--- src/rtl/arb_pkg.sv ---
package arb_pkg;

  typedef enum logic [1:0] {
    ST_IDLE = 2'd0,
    ST_RECV = 2'd1,
    ST_SEND = 2'd2
  } arb_state_e;

endpackage

--- src/rtl/arb_ctrl.sv ---
module arb_ctrl
  import arb_pkg::*;
(
  input  logic clk,
  input  logic rst,
  input  logic cmd_pending,
  input  logic send_req,
  input  logic rx_done,
  input  logic tx_done,
  output logic gnt_rx,
  output logic gnt_tx
);

  arb_state_e state_q;
  arb_state_e state_d;

  always_comb begin
    state_d = state_q;
    unique case (state_q)
      ST_IDLE: begin
        if (cmd_pending)   state_d = ST_RECV;
        else if (send_req) state_d = ST_SEND;
      end
      ST_RECV: if (rx_done) state_d = ST_IDLE;
      ST_SEND: if (tx_done) state_d = ST_IDLE;
      default: state_d = ST_IDLE;
    endcase
  end

  always_ff @(posedge clk) begin
    if (rst) state_q <= ST_IDLE;
    else     state_q <= state_d;
  end

  // Moore decode: grants come from the state register alone
  assign gnt_rx = (state_q == ST_RECV);
  assign gnt_tx = (state_q == ST_SEND);

  AST_IDLE_TO_RECV: assert property (@(posedge clk) disable iff (rst)
    (!gnt_rx && !gnt_tx && cmd_pending) |=> gnt_rx);
  AST_RECV_HOLD: assert property (@(posedge clk) disable iff (rst)
    (gnt_rx && !rx_done) |=> gnt_rx);
  AST_RECV_EXIT: assert property (@(posedge clk) disable iff (rst)
    (gnt_rx && rx_done) |=> (!gnt_rx && !gnt_tx));
  AST_SEND_ENTRY: assert property (@(posedge clk) disable iff (rst)
    (!gnt_rx && !gnt_tx && send_req && !cmd_pending) |=> gnt_tx);
  AST_SEND_HOLD: assert property (@(posedge clk) disable iff (rst)
    (gnt_tx && !tx_done) |=> gnt_tx);
  AST_SEND_EXIT: assert property (@(posedge clk) disable iff (rst)
    (gnt_tx && tx_done) |=> (!gnt_rx && !gnt_tx));
  AST_IDLE_STAY: assert property (@(posedge clk) disable iff (rst)
    (!gnt_rx && !gnt_tx && !cmd_pending && !send_req) |=> (!gnt_rx && !gnt_tx));
  AST_GNT_EXCL: assert property (@(posedge clk) disable iff (rst)
    $onehot0({gnt_rx, gnt_tx}));

endmodule

--- src/rtl/arb_gate.sv ---
module arb_gate #(
  parameter int W = 8
) (
  input  logic         en,
  input  logic [W-1:0] din,
  output logic [W-1:0] dout
);

  for (genvar i = 0; i < W; i++) begin : g_bit
    assign dout[i] = en & din[i];
  end

endmodule

--- src/rtl/arb_port_mux.sv ---
module arb_port_mux #(
  parameter int ADDR_W = 13,
  parameter int DATA_W = 32
) (
  input  logic              clk,
  input  logic              rst,
  input  logic              gnt_rx,
  input  logic              gnt_tx,
  input  logic [ADDR_W-1:0] rx_addr,
  output logic [DATA_W-1:0] rx_rdata,
  input  logic              tx_wen,
  input  logic [ADDR_W-1:0] tx_addr,
  input  logic [DATA_W-1:0] tx_wdata,
  output logic              mem_wen,
  output logic [ADDR_W-1:0] mem_addr,
  output logic [DATA_W-1:0] mem_wdata,
  input  logic [DATA_W-1:0] mem_rdata
);

  logic [ADDR_W-1:0] addr_from_rx;
  logic [ADDR_W-1:0] addr_from_tx;

  arb_gate #(.W(ADDR_W)) u_addr_rx (.en(gnt_rx), .din(rx_addr),   .dout(addr_from_rx));
  arb_gate #(.W(ADDR_W)) u_addr_tx (.en(gnt_tx), .din(tx_addr),   .dout(addr_from_tx));
  arb_gate #(.W(1))      u_wen     (.en(gnt_tx), .din(tx_wen),    .dout(mem_wen));
  arb_gate #(.W(DATA_W)) u_wdata   (.en(gnt_tx), .din(tx_wdata),  .dout(mem_wdata));
  arb_gate #(.W(DATA_W)) u_rdata   (.en(gnt_rx), .din(mem_rdata), .dout(rx_rdata));

  // grants are exclusive, so OR-ing the two gated addresses selects one
  assign mem_addr = addr_from_rx | addr_from_tx;

  AST_IDLE_QUIET: assert property (@(posedge clk) disable iff (rst)
    (!gnt_rx && !gnt_tx) |-> (!mem_wen && mem_addr == '0 && mem_wdata == '0 && rx_rdata == '0));
  AST_RECV_NO_WRITE: assert property (@(posedge clk) disable iff (rst)
    gnt_rx |-> (!mem_wen && mem_wdata == '0 && mem_addr == rx_addr));
  AST_SEND_PASS: assert property (@(posedge clk) disable iff (rst)
    gnt_tx |-> (mem_wen == tx_wen && mem_addr == tx_addr && rx_rdata == '0));

endmodule

--- src/rtl/mem_port_arbiter.sv ---
module mem_port_arbiter #(
  parameter int ADDR_W = 13,
  parameter int DATA_W = 32
) (
  input  logic              clk,
  input  logic              rst,
  input  logic              cmd_pending,
  input  logic              send_req,
  input  logic              rx_done,
  input  logic              tx_done,
  input  logic [ADDR_W-1:0] rx_addr,
  output logic [DATA_W-1:0] rx_rdata,
  input  logic              tx_wen,
  input  logic [ADDR_W-1:0] tx_addr,
  input  logic [DATA_W-1:0] tx_wdata,
  output logic              mem_wen,
  output logic [ADDR_W-1:0] mem_addr,
  output logic [DATA_W-1:0] mem_wdata,
  input  logic [DATA_W-1:0] mem_rdata,
  output logic              gnt_rx,
  output logic              gnt_tx
);

  arb_ctrl u_ctrl (
    .clk         (clk),
    .rst         (rst),
    .cmd_pending (cmd_pending),
    .send_req    (send_req),
    .rx_done     (rx_done),
    .tx_done     (tx_done),
    .gnt_rx      (gnt_rx),
    .gnt_tx      (gnt_tx)
  );

  arb_port_mux #(.ADDR_W(ADDR_W), .DATA_W(DATA_W)) u_mux (
    .clk       (clk),
    .rst       (rst),
    .gnt_rx    (gnt_rx),
    .gnt_tx    (gnt_tx),
    .rx_addr   (rx_addr),
    .rx_rdata  (rx_rdata),
    .tx_wen    (tx_wen),
    .tx_addr   (tx_addr),
    .tx_wdata  (tx_wdata),
    .mem_wen   (mem_wen),
    .mem_addr  (mem_addr),
    .mem_wdata (mem_wdata),
    .mem_rdata (mem_rdata)
  );

endmodule

--- config.mk ---
export PLATFORM = sky130hd
export DESIGN_NAME = mem_port_arbiter
export DESIGN_NICKNAME = d
export VERILOG_FILES = /design/src/rtl/arb_pkg.sv /design/src/rtl/arb_ctrl.sv /design/src/rtl/arb_gate.sv /design/src/rtl/arb_port_mux.sv /design/src/rtl/mem_port_arbiter.sv
export SDC_FILE = /design/constraint.sdc
export NUM_CORES = 1
export LEC_CHECK = 0
export ABC_AREA = 1
export CORE_AREA = 2 2 69 71
export DETAILED_ROUTE_END_ITERATION = 12
export DIE_AREA = 0 0 71 73
export DONT_BUFFER_PORTS = 1
export PLACE_DENSITY = 0.39
export SLEW_MARGIN = 20
export SYNTH_ARGS = -nofsm -noshare
export SYNTH_HDL_FRONTEND = slang
export SYNTH_SLANG_ARGS = --single-unit
--- constraint.sdc ---
create_clock -name clk -period 1.42 [get_ports clk]
set_input_delay 0.142 -clock clk [delete_from_list [all_inputs] [get_ports clk]]
set_output_delay 0.142 -clock clk [all_outputs]
set_load 0.005 [all_outputs]
# Yosys cells after proc, flatten, opt, wreduce, memory -nomap -nowiden
# Index checks and enable logic that the tools add are counted.
# op_classes
add_sub_neg	0
multipliers	0
n_div	0
n_lt_le_gt_ge	0
n_eq_ne	5
shifts	0
muxes	5
bitwise_logic	92
n_reduce_logical	2
# ops
operator	count
$and A1 B1 Y1	91
$or A13 B13 Y13	1
$mux W2	4
$pmux W2 S3	1
$ne A2 B2 Y1 const B	2
$ne A3 B3 Y1 const B	1
$reduce_and A3 Y1	1
$eq A2 B1 Y1 const B	1
$eq A2 B2 Y1 const B	1
$logic_not A2 Y1	1
# totals
reg_bits	2
latch_bits	0
ram_bits	0
rom_bits	0
out_inout_bits	80
elab_cells	105
n_memories	0

# Depth between registers and ports, before layout
# depth
depth_word	3
mapped_depth	6

# Cells and area by module
# A second synthesis with hierarchy kept.
# hier_totals
cells_unflattened	253
area_unflattened_um2	1058.5
# by_module_without_submodules
mod	instances	cells_each	area_per_inst_um2
arb_gate at u_mux.u_rdata ...	2	67	274.0
arb_gate at u_mux.u_addr_rx ...	2	27	108.9
arb_port_mux	1	39	146.4
arb_ctrl	1	24	138.9
arb_gate at u_mux.u_wen	1	2	7.5

# Worst setup path before layout
# OpenSTA, ideal clock, no wires.
# synth_path
kind	register to output
from	register u_ctrl.state_q[0]
to	output port mem_addr[10]
arrival_time_ns	0.934
path_slack_ns	0.344
stages_incl_launch_ff	6
cell_sequence	dfxtp_1 inv_2 nand2_4 inv_2 buf_6 a22o_1
# synth_between
elab_chain_len	3
word_cells_on_any_way	5
# synth_lines
element	line	text
from (decl)	arb_ctrl.sv:14	arb_state_e state_q;
from (signal assigned)	arb_ctrl.sv:32	else state_q <= state_d;
$eq A2 B2 Y1	arb_ctrl.sv:37	assign gnt_tx = (state_q == ST_SEND);
named net gnt_tx	mem_port_arbiter.sv:21	output logic gnt_tx
$and A1 B1 Y1	arb_gate.sv:10	assign dout[i] = en & din[i];
$or A13 B13 Y13	arb_port_mux.sv:30	assign mem_addr = addr_from_rx | addr_from_tx;
to (decl)	mem_port_arbiter.sv:17	output logic [ADDR_W-1:0] mem_addr,
# The timed path passes the listed nets, and every way through them passes these cells.

# Worst setup path after layout
# layout_path
from	register u_ctrl.state_q[1]
to	output port rx_rdata[7]
# layout_between
elab_chain_len	2
# layout_lines
element	line	text
$eq A2 B1 Y1	arb_ctrl.sv:36	assign gnt_rx = (state_q == ST_RECV);
$and A1 B1 Y1	arb_gate.sv:10	
to (decl)	mem_port_arbiter.sv:12	output logic [DATA_W-1:0] rx_rdata,
# Every way passes these cells.

==> metrics <==
die boundary height 73 um; Slew headroom about four fifths; number of hold violations in the final report 0; fraction of power consumed by combinational cells 50.3%; Period Utilization, post-route between 90% and 100%; Clock power frac a little under two fifths; Setup crit start kind flop; cts repair resizes 0; level count of the clock H-tree 1; DRC violation total after the first TritonRoute iteration 38; layout cell share with drive strength beyond 1 approximately 6.9%; total of buffers placed on input and output ports 0; Root Buffer Master sky130_fd_sc_hd__clkbuf_8; category of the most critical setup path reg -> out; post-layout minimum cycle time between 1 and 1.5 ns; Post-Syn Instances 176; number of global-route vias before repair 709; net total in the final layout 274; endpoints failing setup 0; detailed-router iteration count before antenna repair 4; CTS tree built; initial antenna violation count 0; total internal power roughly 0.00035 W; number of synthesis warnings 0; unrepaired setup endpoints after global routing false; Yosys reg bits 2; maximum number of pins on one net before global-route repair 33; post-synthesis average cell area approximately 4.6 sq um; Min-Delay Path Class in -> reg; Congestion Overflow GR 0; worst reg2reg startpoint u_ctrl.state_q[0]; start point of the critical path u_ctrl.state_q[1]; Arr. time, crit path 1.17 ns; maximum cell stage delay along the critical path 0.41 ns; Clock Latency Late Sink 0.21 ns; P per Cell Area slightly below 700 nW/um^2; sequential element share of the synthesized area around 5.0%; routed wire length about 2.6 mm; run status finished, final reports clean; Total Die Area 5180 sq um; CP Data Required Time 1.28 ns; total count of max-transition violations in the final report 0; Top reg by flops u_ctrl.state_q; Ant. Diodes 0; crit path capture type output port; placement row count 25; number of buffers inserted during clock tree synthesis 3; synthesized net count between 200 and 300; reported max-cap violation count 0; total number of vias 958; number of top-level pins 177; WL/cell 11.2 um; HPWL after DPL roughly 2.3 mm; Die Width between 70 and 80 um; number of flip-flops under the largest register name 2; Final Skew 0.00106 ns; critical-path maximum fanout 32; final sum of negative setup slack 0 ns; Max stage delay cell, worst path sky130_fd_sc_hd__dfxtp_1; post-synth cell types 12; total placed cells including tap cells 225; leakage power of the design 0.671 nW; Cell Area, Synth between 800 and 900 sq um; DRC errors left 0; slack of the worst reg-to-reg path 0.49 ns; first-pass GRT wire length 3.11 mm; family with the most delay on the worst path flip-flops; switching power summed over all nets 0.000257 W; sequential fraction of design power 12.2%; most used cells in the layout excluding fill and tap cells sky130_fd_sc_hd__inv_1 (69), sky130_fd_sc_hd__nor2_1 (68), sky130_fd_sc_hd__a22o_1 (13); worst-margin pin slew 0.282 ns; post-DR vias/cell 4.18; critical path cell sequence inv_2, nand2_4, buf_4, nor2_1; number of nets still failing antenna checks after routing 0; weighted congestion at the end of routability-driven global placement 0.784; origin of the worst min-delay path cmd_pending; core region area 4540 sq um; peak ir drop on the vdd network 0.410 mV; clock tree buffer depth 2; Fmax 762 MHz; switching share of power 42.7%; area growth from synthesis to layout 11.0%; buffers and inverters on the worst path 2; total global-route track usage 7.57%; leading cell type in the layout, fill and taps excluded sky130_fd_sc_hd__inv_1; post-route non-filler standard cell count about 230; total number of clock tree sinks 2; Initial Utilization 17.7%; largest registers ranked by flip-flop count u_ctrl.state_q (2); Clk pin slew, worst setup/hold paths 0.03 ns
==> synthesized netlist by cell type <==
cell type	number	area [sq um]
sky130_fd_sc_hd__inv_1	69	259
sky130_fd_sc_hd__nor2_1	68	255
sky130_fd_sc_hd__a22o_1	13	114
sky130_fd_sc_hd__buf_2	6	30.0
sky130_fd_sc_hd__nand2_1	5	18.8
sky130_fd_sc_hd__inv_2	4	15.0
sky130_fd_sc_hd__nand3_1	3	15.0
sky130_fd_sc_hd__buf_6	2	22.5
sky130_fd_sc_hd__dfxtp_1	2	40.0
sky130_fd_sc_hd__nand2_4	2	22.5
sky130_fd_sc_hd__a21oi_1	1	5.00
sky130_fd_sc_hd__nand3b_1	1	7.51
==> worst reg2reg max path, delay by kind of cell (launching register included) <==
family,cells,cell delay [ns]
flip-flops,1,0.35
buffers and inverters,1,0.04
AND/OR/NAND/NOR,5,0.43
==> stage by stage <==
stage	util, %	power [W]	hold slack, ns	area (sq um)	setup slack [ns]
final	19.7	0.000603	0.0781	893	0.108
after global placement	18.6	0.000384	0.217	842	0.335
after CTS	19.7	0.000616	0.0768	893	0.0981
after detailed placement	18.6	0.000380	0.215	842	0.326
after floorplan	-	0.000349	0.211	805	0.344
after global routing	19.7	0.000659	0.0874	893	0.0282
==> what timing repair did <==
item	in CTS	in global routing
hold endpoints to repair	1	0
hold buffers	1	0
setup buffers	0	0
==> cell type report <==
cell class / instances / area [sq um]
inverters: 73 / 274
flip-flops and latches: 2 / 40.0
well taps: 54 / 67.6
fillers: 538 / 3640
multi-input cells: 93 / 438
repair buffers: 4 / 32.5
clock buffers: 3 / 41.3
==> path summary, 6_finish.rpt <==
kind	to	depth (start not counted)
max reg2reg	u_ctrl.state_q[1]	6
max	rx_rdata[7]	4
min	u_ctrl.state_q[0]	2
min reg2reg	u_ctrl.state_q[0]	2
==> layer usage <==
layer | routed length, um | share of wire [%] | up-vias | track usage, %
met3 | 213 | 8.3 | 2 | 0.552
met2 | 1330 | 52 | 77 | 13.6
met5 | 0 | 0 | - | 0
met4 | 16 | 0.63 | 0 | 2.52
met1 | 996 | 39 | 402 | 9.56
li1 | - | - | 477 | -
==> power by group through the flow <==
stage	combinational [W]	clock (W)	sequential, W
finish	0.000303	0.000226	0.0000736
global route	0.000350	0.000235	0.0000745
CTS	0.000309	0.000233	0.0000736
detailed placement	0.000305	0	0.0000745
global placement	0.000310	0	0.0000744
floorplan	0.000276	0	0.0000731
==> cell families (layout without fill, tap and decap cells) <==
family                 Yosys count  in the layout  share of synthesized area [%]
flip-flops                       2              2                           4.98
AO/OA/AOI/OAI                   14             14                           14.8
buffers and inverters           81             80                           40.6
AND/OR/NAND/NOR                 79             79                           39.7
(Power assumes the default switching activity.)
